## src/rtl/irq_band_pkg.sv

```systemverilog
package irq_band_pkg;

    localparam int unsigned VEC_W   = 64;
    localparam int unsigned NUM_LVL = 5;

    // Band bounds, inclusive, indexed by priority level
    localparam int unsigned BAND_LO [NUM_LVL] = '{0, 16, 32, 50, 51};
    localparam int unsigned BAND_HI [NUM_LVL] = '{15, 31, 49, 50, 63};

    // Byte offsets of the register map
    localparam int unsigned OFS_MASK0   = 'h00;
    localparam int unsigned MASK_STRIDE = 8;
    localparam int unsigned OFS_SET     = 'h20;
    localparam int unsigned OFS_CLR     = 'h28;
    localparam int unsigned OFS_STAT    = 'h30;
    localparam int unsigned OFS_CAUSE   = 'h40;
    localparam int unsigned WORD_SHIFT  = 3;

    typedef logic [VEC_W-1:0] vec_t;

    typedef enum logic [1:0] {
        SEL_NONE,
        SEL_MASK,
        SEL_STAT,
        SEL_CAUSE
    } rd_sel_e;

    typedef struct packed {
        vec_t pend;
    } pend_st_t;

    function automatic vec_t band_mask(input int unsigned lvl);
        vec_t m;
        m = '0;
        for (int unsigned b = 0; b < VEC_W; b++) begin
            if (b >= BAND_LO[lvl] && b <= BAND_HI[lvl]) m[b] = 1'b1;
        end
        return m;
    endfunction

endpackage

```

## src/rtl/irq_addr_dec.sv

```systemverilog
module irq_addr_dec
    import irq_band_pkg::*;
#(
    parameter int unsigned NUM_CPU = 4,
    parameter int unsigned ADDR_W  = 8,
    localparam int unsigned CPU_IW = (NUM_CPU > 1) ? $clog2(NUM_CPU) : 1
) (
    input  logic [ADDR_W-1:0]  addr_i,
    input  logic               wr_en_i,
    output logic [NUM_CPU-1:0] mask_we_o,
    output logic               set_we_o,
    output logic               clr_we_o,
    output rd_sel_e            rd_sel_o,
    output logic [CPU_IW-1:0]  rd_cpu_o
);
    localparam int unsigned WORD_W    = ADDR_W - WORD_SHIFT;
    localparam int unsigned W_MASK0   = OFS_MASK0 >> WORD_SHIFT;
    localparam int unsigned W_STRIDE  = MASK_STRIDE >> WORD_SHIFT;
    localparam int unsigned W_SET     = OFS_SET >> WORD_SHIFT;
    localparam int unsigned W_CLR     = OFS_CLR >> WORD_SHIFT;
    localparam int unsigned W_STAT    = OFS_STAT >> WORD_SHIFT;
    localparam int unsigned W_CAUSE   = OFS_CAUSE >> WORD_SHIFT;

    logic              aligned;
    logic [WORD_W-1:0] word;

    assign aligned = (addr_i[WORD_SHIFT-1:0] == '0);
    assign word    = addr_i[ADDR_W-1:WORD_SHIFT];

    always_comb begin
        mask_we_o = '0;
        rd_sel_o  = SEL_NONE;
        rd_cpu_o  = '0;
        for (int unsigned c = 0; c < NUM_CPU; c++) begin
            if (aligned && word == WORD_W'(W_MASK0 + c * W_STRIDE)) begin
                mask_we_o[c] = wr_en_i;
                rd_sel_o     = SEL_MASK;
                rd_cpu_o     = CPU_IW'(c);
            end
        end
        if (aligned && word == WORD_W'(W_STAT))  rd_sel_o = SEL_STAT;
        if (aligned && word == WORD_W'(W_CAUSE)) rd_sel_o = SEL_CAUSE;
    end

    assign set_we_o = wr_en_i && aligned && (word == WORD_W'(W_SET));
    assign clr_we_o = wr_en_i && aligned && (word == WORD_W'(W_CLR));

endmodule

```

## src/rtl/irq_pend_reg.sv

```systemverilog
module irq_pend_reg
    import irq_band_pkg::*;
(
    input  logic clk,
    input  logic rst_n,
    input  vec_t src_i,
    input  logic set_we_i,
    input  logic clr_we_i,
    input  vec_t wdata_i,
    output vec_t pend_o
);
    pend_st_t st_d, st_q;

    always_comb begin
        st_d = st_q;
        if (clr_we_i) st_d.pend = st_d.pend & ~wdata_i;
        if (set_we_i) st_d.pend = st_d.pend | wdata_i;
        // sources applied last so a same-edge clear loses
        st_d.pend = st_d.pend | src_i;
    end

    always_ff @(posedge clk or negedge rst_n) begin
        if (!rst_n) st_q <= '0;
        else        st_q <= st_d;
    end

    assign pend_o = st_q.pend;

    // every written set bit is pending afterwards
    a_r2_set_lands: assert property (@(posedge clk) disable iff (!rst_n)
        set_we_i |=> ((pend_o & $past(wdata_i)) == $past(wdata_i)));

    // cleared bits are gone unless a source refills them
    a_r3_clear_lands: assert property (@(posedge clk) disable iff (!rst_n)
        (clr_we_i && ((src_i & wdata_i) == '0)) |=> ((pend_o & $past(wdata_i)) == '0));

    // without a clear no pending bit is lost
    a_r4_sticky: assert property (@(posedge clk) disable iff (!rst_n)
        !clr_we_i |=> ((pend_o & $past(pend_o)) == $past(pend_o)));

    // a live source always ends pending, even against a clear
    a_r5_source_wins: assert property (@(posedge clk) disable iff (!rst_n)
        (src_i != '0) |=> ((pend_o & $past(src_i)) == $past(src_i)));

endmodule

```

## src/rtl/irq_mask_bank.sv

```systemverilog
module irq_mask_bank
    import irq_band_pkg::*;
#(
    parameter int unsigned NUM_CPU = 4
) (
    input  logic                     clk,
    input  logic                     rst_n,
    input  logic [NUM_CPU-1:0]       mask_we_i,
    input  vec_t                     wdata_i,
    output logic [NUM_CPU*VEC_W-1:0] mask_o
);
    typedef struct packed {
        logic [NUM_CPU-1:0][VEC_W-1:0] mask;
    } mask_st_t;

    mask_st_t st_d, st_q;

    always_comb begin
        st_d = st_q;
        for (int unsigned c = 0; c < NUM_CPU; c++) begin
            if (mask_we_i[c]) st_d.mask[c] = wdata_i;
        end
    end

    always_ff @(posedge clk or negedge rst_n) begin
        if (!rst_n) st_q <= '0;
        else        st_q <= st_d;
    end

    assign mask_o = st_q.mask;

    // at most one mask written per cycle
    a_r7_one_mask: assert property (@(posedge clk) disable iff (!rst_n)
        $onehot0(mask_we_i));

endmodule

```

## src/rtl/irq_band_out.sv

```systemverilog
module irq_band_out
    import irq_band_pkg::*;
#(
    parameter int unsigned NUM_CPU = 4,
    localparam int unsigned OUT_W  = NUM_CPU * NUM_LVL
) (
    input  logic                     clk,
    input  logic                     rst_n,
    input  vec_t                     pend_i,
    input  logic [NUM_CPU*VEC_W-1:0] mask_i,
    output logic [OUT_W-1:0]         irq_o
);
    typedef struct packed {
        logic [OUT_W-1:0] irq;
    } out_st_t;

    out_st_t          st_d, st_q;
    logic [OUT_W-1:0] hit;

    for (genvar c = 0; c < NUM_CPU; c++) begin : g_cpu
        vec_t live;
        assign live = pend_i & mask_i[c*VEC_W +: VEC_W];
        for (genvar k = 0; k < NUM_LVL; k++) begin : g_lvl
            assign hit[c*NUM_LVL+k] = |(live & band_mask(k));
        end
    end

    always_comb begin
        st_d     = st_q;
        st_d.irq = hit;
    end

    always_ff @(posedge clk or negedge rst_n) begin
        if (!rst_n) st_q <= '0;
        else        st_q <= st_d;
    end

    assign irq_o = st_q.irq;

endmodule

```

## src/rtl/irq_band_ctrl.sv

```systemverilog
module irq_band_ctrl
    import irq_band_pkg::*;
#(
    parameter int unsigned NUM_CPU = 4,
    parameter int unsigned ADDR_W  = 8,
    localparam int unsigned OUT_W  = NUM_CPU * NUM_LVL,
    localparam int unsigned CPU_IW = (NUM_CPU > 1) ? $clog2(NUM_CPU) : 1
) (
    input  logic              clk,
    input  logic              rst_n,
    input  logic [ADDR_W-1:0] addr_i,
    input  logic              wr_en_i,
    input  logic [VEC_W-1:0]  wdata_i,
    output logic [VEC_W-1:0]  rd_data_o,
    input  logic [VEC_W-1:0]  src_i,
    output logic [OUT_W-1:0]  irq_o
);
    logic [NUM_CPU-1:0]       mask_we;
    logic                     set_we;
    logic                     clr_we;
    rd_sel_e                  rd_sel;
    logic [CPU_IW-1:0]        rd_cpu;
    vec_t                     pend;
    logic [NUM_CPU*VEC_W-1:0] mask_flat;
    vec_t                     mask_arr [NUM_CPU];
    vec_t                     any_mask;

    irq_addr_dec #(.NUM_CPU(NUM_CPU), .ADDR_W(ADDR_W)) u_dec (
        .addr_i    (addr_i),
        .wr_en_i   (wr_en_i),
        .mask_we_o (mask_we),
        .set_we_o  (set_we),
        .clr_we_o  (clr_we),
        .rd_sel_o  (rd_sel),
        .rd_cpu_o  (rd_cpu)
    );

    irq_pend_reg u_pend (
        .clk      (clk),
        .rst_n    (rst_n),
        .src_i    (src_i),
        .set_we_i (set_we),
        .clr_we_i (clr_we),
        .wdata_i  (wdata_i),
        .pend_o   (pend)
    );

    irq_mask_bank #(.NUM_CPU(NUM_CPU)) u_mask (
        .clk       (clk),
        .rst_n     (rst_n),
        .mask_we_i (mask_we),
        .wdata_i   (wdata_i),
        .mask_o    (mask_flat)
    );

    irq_band_out #(.NUM_CPU(NUM_CPU)) u_out (
        .clk    (clk),
        .rst_n  (rst_n),
        .pend_i (pend),
        .mask_i (mask_flat),
        .irq_o  (irq_o)
    );

    for (genvar c = 0; c < NUM_CPU; c++) begin : g_arr
        assign mask_arr[c] = mask_flat[c*VEC_W +: VEC_W];
    end

    always_comb begin
        any_mask = '0;
        for (int unsigned c = 0; c < NUM_CPU; c++) any_mask = any_mask | mask_arr[c];
    end

    always_comb begin
        unique case (rd_sel)
            SEL_MASK:  rd_data_o = mask_arr[rd_cpu];
            SEL_STAT:  rd_data_o = pend;
            SEL_CAUSE: rd_data_o = pend & any_mask;
            default:   rd_data_o = '0;
        endcase
    end

    // nothing pending means every line low on the next cycle
    a_r1_quiet_lines: assert property (@(posedge clk) disable iff (!rst_n)
        (pend == '0) |=> (irq_o == '0));

    // writing the status address with no source active changes nothing
    a_r6_status_ro: assert property (@(posedge clk) disable iff (!rst_n)
        (wr_en_i && addr_i == ADDR_W'(OFS_STAT) && src_i == '0) |=> $stable(pend));

    // a write decodes to at most one target
    a_r11_one_target: assert property (@(posedge clk) disable iff (!rst_n)
        $countones({mask_we, set_we, clr_we}) <= 1);

endmodule

```

## config.mk

```make
export PLATFORM = sky130hd
export DESIGN_NAME = irq_band_ctrl
export DESIGN_NICKNAME = d
export VERILOG_FILES = /design/src/rtl/irq_band_pkg.sv /design/src/rtl/irq_addr_dec.sv /design/src/rtl/irq_pend_reg.sv /design/src/rtl/irq_mask_bank.sv /design/src/rtl/irq_band_out.sv /design/src/rtl/irq_band_ctrl.sv
export SDC_FILE = /design/constraint.sdc
export NUM_CORES = 1
export LEC_CHECK = 0
export ABC_AREA = 0
export ABC_CLOCK_PERIOD_IN_PS = 2100
export BUFFER_PORTS_ARGS = -buffer_cell sky130_fd_sc_hd__buf_2
export CAP_MARGIN = 5
export CORE_ASPECT_RATIO = 1.25
export CORE_MARGIN = 3
export CORE_UTILIZATION = 53
export DETAILED_ROUTE_END_ITERATION = 6
export PLACE_DENSITY = 0.77
export SYNTH_ARGS = -nofsm -noshare
export SYNTH_HDL_FRONTEND = slang
export SYNTH_SLANG_ARGS = --single-unit
```

## constraint.sdc

```tcl
create_clock -name clk -period 2.1 [get_ports clk]
set_input_delay 0.315 -clock clk [delete_from_list [all_inputs] [get_ports clk]]
set_output_delay 0.315 -clock clk [all_outputs]
set_load 0.02 [all_outputs]
```

==> flow_metrics.tcl <==
set metrics [dict create \
    io_pins 223 \
    synth_nets 1362 \
    coreArea_mm2 0.0312 \
    cp_max_fo 4 \
    yosysWarnings 0 \
    path_cells "nor4_1, nand2_2, a32o_2, buf_6" \
    multi_input_area_mm2 0.00810 \
    die_w_um 166 \
    yosys.area.top_type_share_pct 50.4 \
    fin_area_mm2 0.0212 \
    htree_levels 2 \
    first_global_vias 14100 \
    grt-ovfl-total 0 \
    top_usage_layer "met2" \
    cp.buffers_inverters 1 \
    fillers 2158 \
    met2_usage_pct 51.2 \
    dp_hpwl_mm 35.5 \
    skew_ns 0.0170 \
    worst-endpoint-required_ns 1.78 \
    max_freq_mhz 424 \
    grt_max_degree 68 \
    p_leak_nw 9.89 \
    status "finished with violations" \
    fin_nets 1678 \
    synth.ff_latch_count 340 \
    drt-vias-per-instance 6.88 \
    synth_area_per_cell_um2 13.8 \
    finish.utilization_pct 68.0 \
    cts_tree "yes" \
    max_slew_margin_pct 58.4 \
    detail_route.iter0.violations 1388 \
    hp-class "primary input to register" \
    clk_pin_slew_ns 0.06 \
    worstSkewPairLatency_ns 0.52 \
    use_met1_pct 38.6 \
    portBuffers 222 \
    cap_violations 0 \
    synth_area_leader_cell "dfrtp_1" \
    final_common_cell "dfrtp_1" \
    cts_sinks 340 \
    use_met3_pct 6.11 \
    pwr_density_cell_mw_per_mm2 714 \
    antenna_found_initial 1 \
    gp_congestion 0.978 \
    worstMarginPinSlew_ns 0.625 \
    violations "setup timing" \
    grt_setup_unrepaired "yes" \
    clk_path_buf_depth 3 \
    yosys.area_share.simple_pct 7.23 \
    grt_pass1_wl_mm 81.6 \
    min_period_ns 2.36 \
    finalPower_w 0.0151 \
    synthAdderAreaFrac_pct 0 \
    wl_mm 52.4 \
    start_util_pct 54.2 \
    ys_top_cells_by_area "dfrtp_1 50%, mux2_1 12%, mux4_2 8.5%" \
    drc 0 \
    ys_seq_area_share_pct 50.4 \
    cp_data_arrival_time_ns 2.04 \
    final_cells 1971 \
    cp_slowest_stage_delay_ns 0.57 \
    setup_viol 64 \
    tns_ns -11.76 \
    hold_viol_final 0 \
    path_class "register to output port" \
    root_buffer "clkbuf_16" \
    synth_top_family_by_area "multiplexers" \
    synth_cells 1223 \
    yosys.area_share.xor_xnor_pct 0 \
    placed_cell_area_mm2 0.0190 \
    syn_to_final_growth_pct 25.6 \
    synthMuxAreaShare_pct 25.6 \
    die_y_um 206 \
    num_rows 72 \
    ant_nets 0 \
    most-common-layout-cells "340 x dfrtp_1, 186 x mux2_1, 163 x buf_2, 104 x nand2_1, 70 x mux2_2" \
    regArea_mm2 0.00851 \
    placed_cells 1852 \
    cp-start-kind "register" \
    synth_compound_area_share_pct 13.9 \
    cpMaxStageDelayCell "nor4_1" \
    crit_path_end_kind "output port" \
    wire_per_inst_um 26.6 \
    slew_violations 0 \
    period_share_pct 112 \
    drive_gt1_share_pct 37.8 \
    mappedNetlistArea_mm2 0.0169 \
    dieArea_mm2 0.0341 \
    num_vias 13600 \
    first_pass_iters 5 \
    cts_buffers 35 \
    synth_cell_types 34 \
    r2r_slack_ns 0.47 \
    fin_ws_ns -0.258 \
    crit_family "simple AND/OR/NAND/NOR gates" \
    ir_drop_mv 0.625 \
    track_usage_pct 30.4 \
]
## report_power, final
group	leakage, nW	switching, W	internal, W
Clock	0.547	0.00258	0.00343
Sequential	4.33	0.000325	0.00690
Combinational	5.02	0.00101	0.000903
## final timing paths
path / start / endpoint / depth (start not counted)
min in group asynchronous: rst_n / u_pend.pend_o[19]$_DFF_PN0_ / 2
min reg2reg: u_mask.mask_o[233]$_DFFE_PN0P_ / u_mask.mask_o[233]$_DFFE_PN0P_ / 1
min: src_i[22] / u_pend.pend_o[22]$_DFF_PN0_ / 2
max reg2reg: u_pend.pend_o[52]$_DFF_PN0_ / u_out.irq_o[14]$_DFF_PN0_ / 4
max: u_mask.mask_o[66]$_DFFE_PN0P_ / rd_data_o[2] / 4
max in group asynchronous: rst_n / u_pend.pend_o[63]$_DFF_PN0_ / 3
## metal layers
layer	share of wire, %	routed length [µm]
met5	0	0
met4	4.8	2510
met3	8.3	4340
met2	49	25700
met1	38	19900
## cell usage after synthesis
master	number
a221o_1	64
nor4_2	2
nor2_1	2
buf_6	18
buf_4	7
nand4bb_1	1
nand4_4	1
buf_1	8
nand2_1	132
a32o_1	64
and3b_1	1
inv_1	1
buf_2	31
a22o_1	48
and2_1	4
mux4_2	64
or3b_2	1
dfrtp_1	340
nor4_4	3
a221oi_1	52
mux2_1	186
nand3_1	4
and4_1	1
mux2_2	70
and3_1	4
nand4_1	12
or3_1	1
nor4_1	64
clkbuf_1	10
a21oi_1	1
a222oi_1	4
a22oi_1	20
nand4b_1	1
nand3_2	1
## layout make-up
type | instances | share of cell area, %
Antenna cell | 2 | 0.0236
Clock buffer | 45 | 4.64
Clock inverter | 15 | 0.513
Inverter | 1 | 0.0177
Multi-Input combinational cell | 808 | 38.2
Sequential cell | 340 | 40.1
Tap cell | 407 | 2.40
Timing Repair Buffer | 353 | 14.1
## cell families after synthesis
kind of cell	after synthesis
AO/OA/AOI/OAI	253
buffers and inverters	75
flip-flops	340
multiplexers	320
AND/OR/NAND/NOR	235
## flip-flops by register name, summed over array words and instances, names as in the netlist
signal	flops
u_mask.mask_o	256
u_pend.pend_o	64
u_out.irq_o	20
## what timing repair did
item	in CTS	in global routing
buffers inserted	7	2
endpoints found under the setup margin	64	64
hold endpoints to repair	107	0
cloned	1	0
hold buffers	50	0
pin swaps	7	30
gates resized for setup	132	59
## metrics by stage
stage / setup slack (ns) / hold slack, ns
global route: -0.265 / 0.00415
floorplan: -0.0424 / 0.0194
finish: -0.258 / 0.0119
CTS: -0.245 / 0.000360
detailed placement: -0.378 / 0.331
global placement: -0.344 / 0.328
Power figures use the tool's default switching activity.
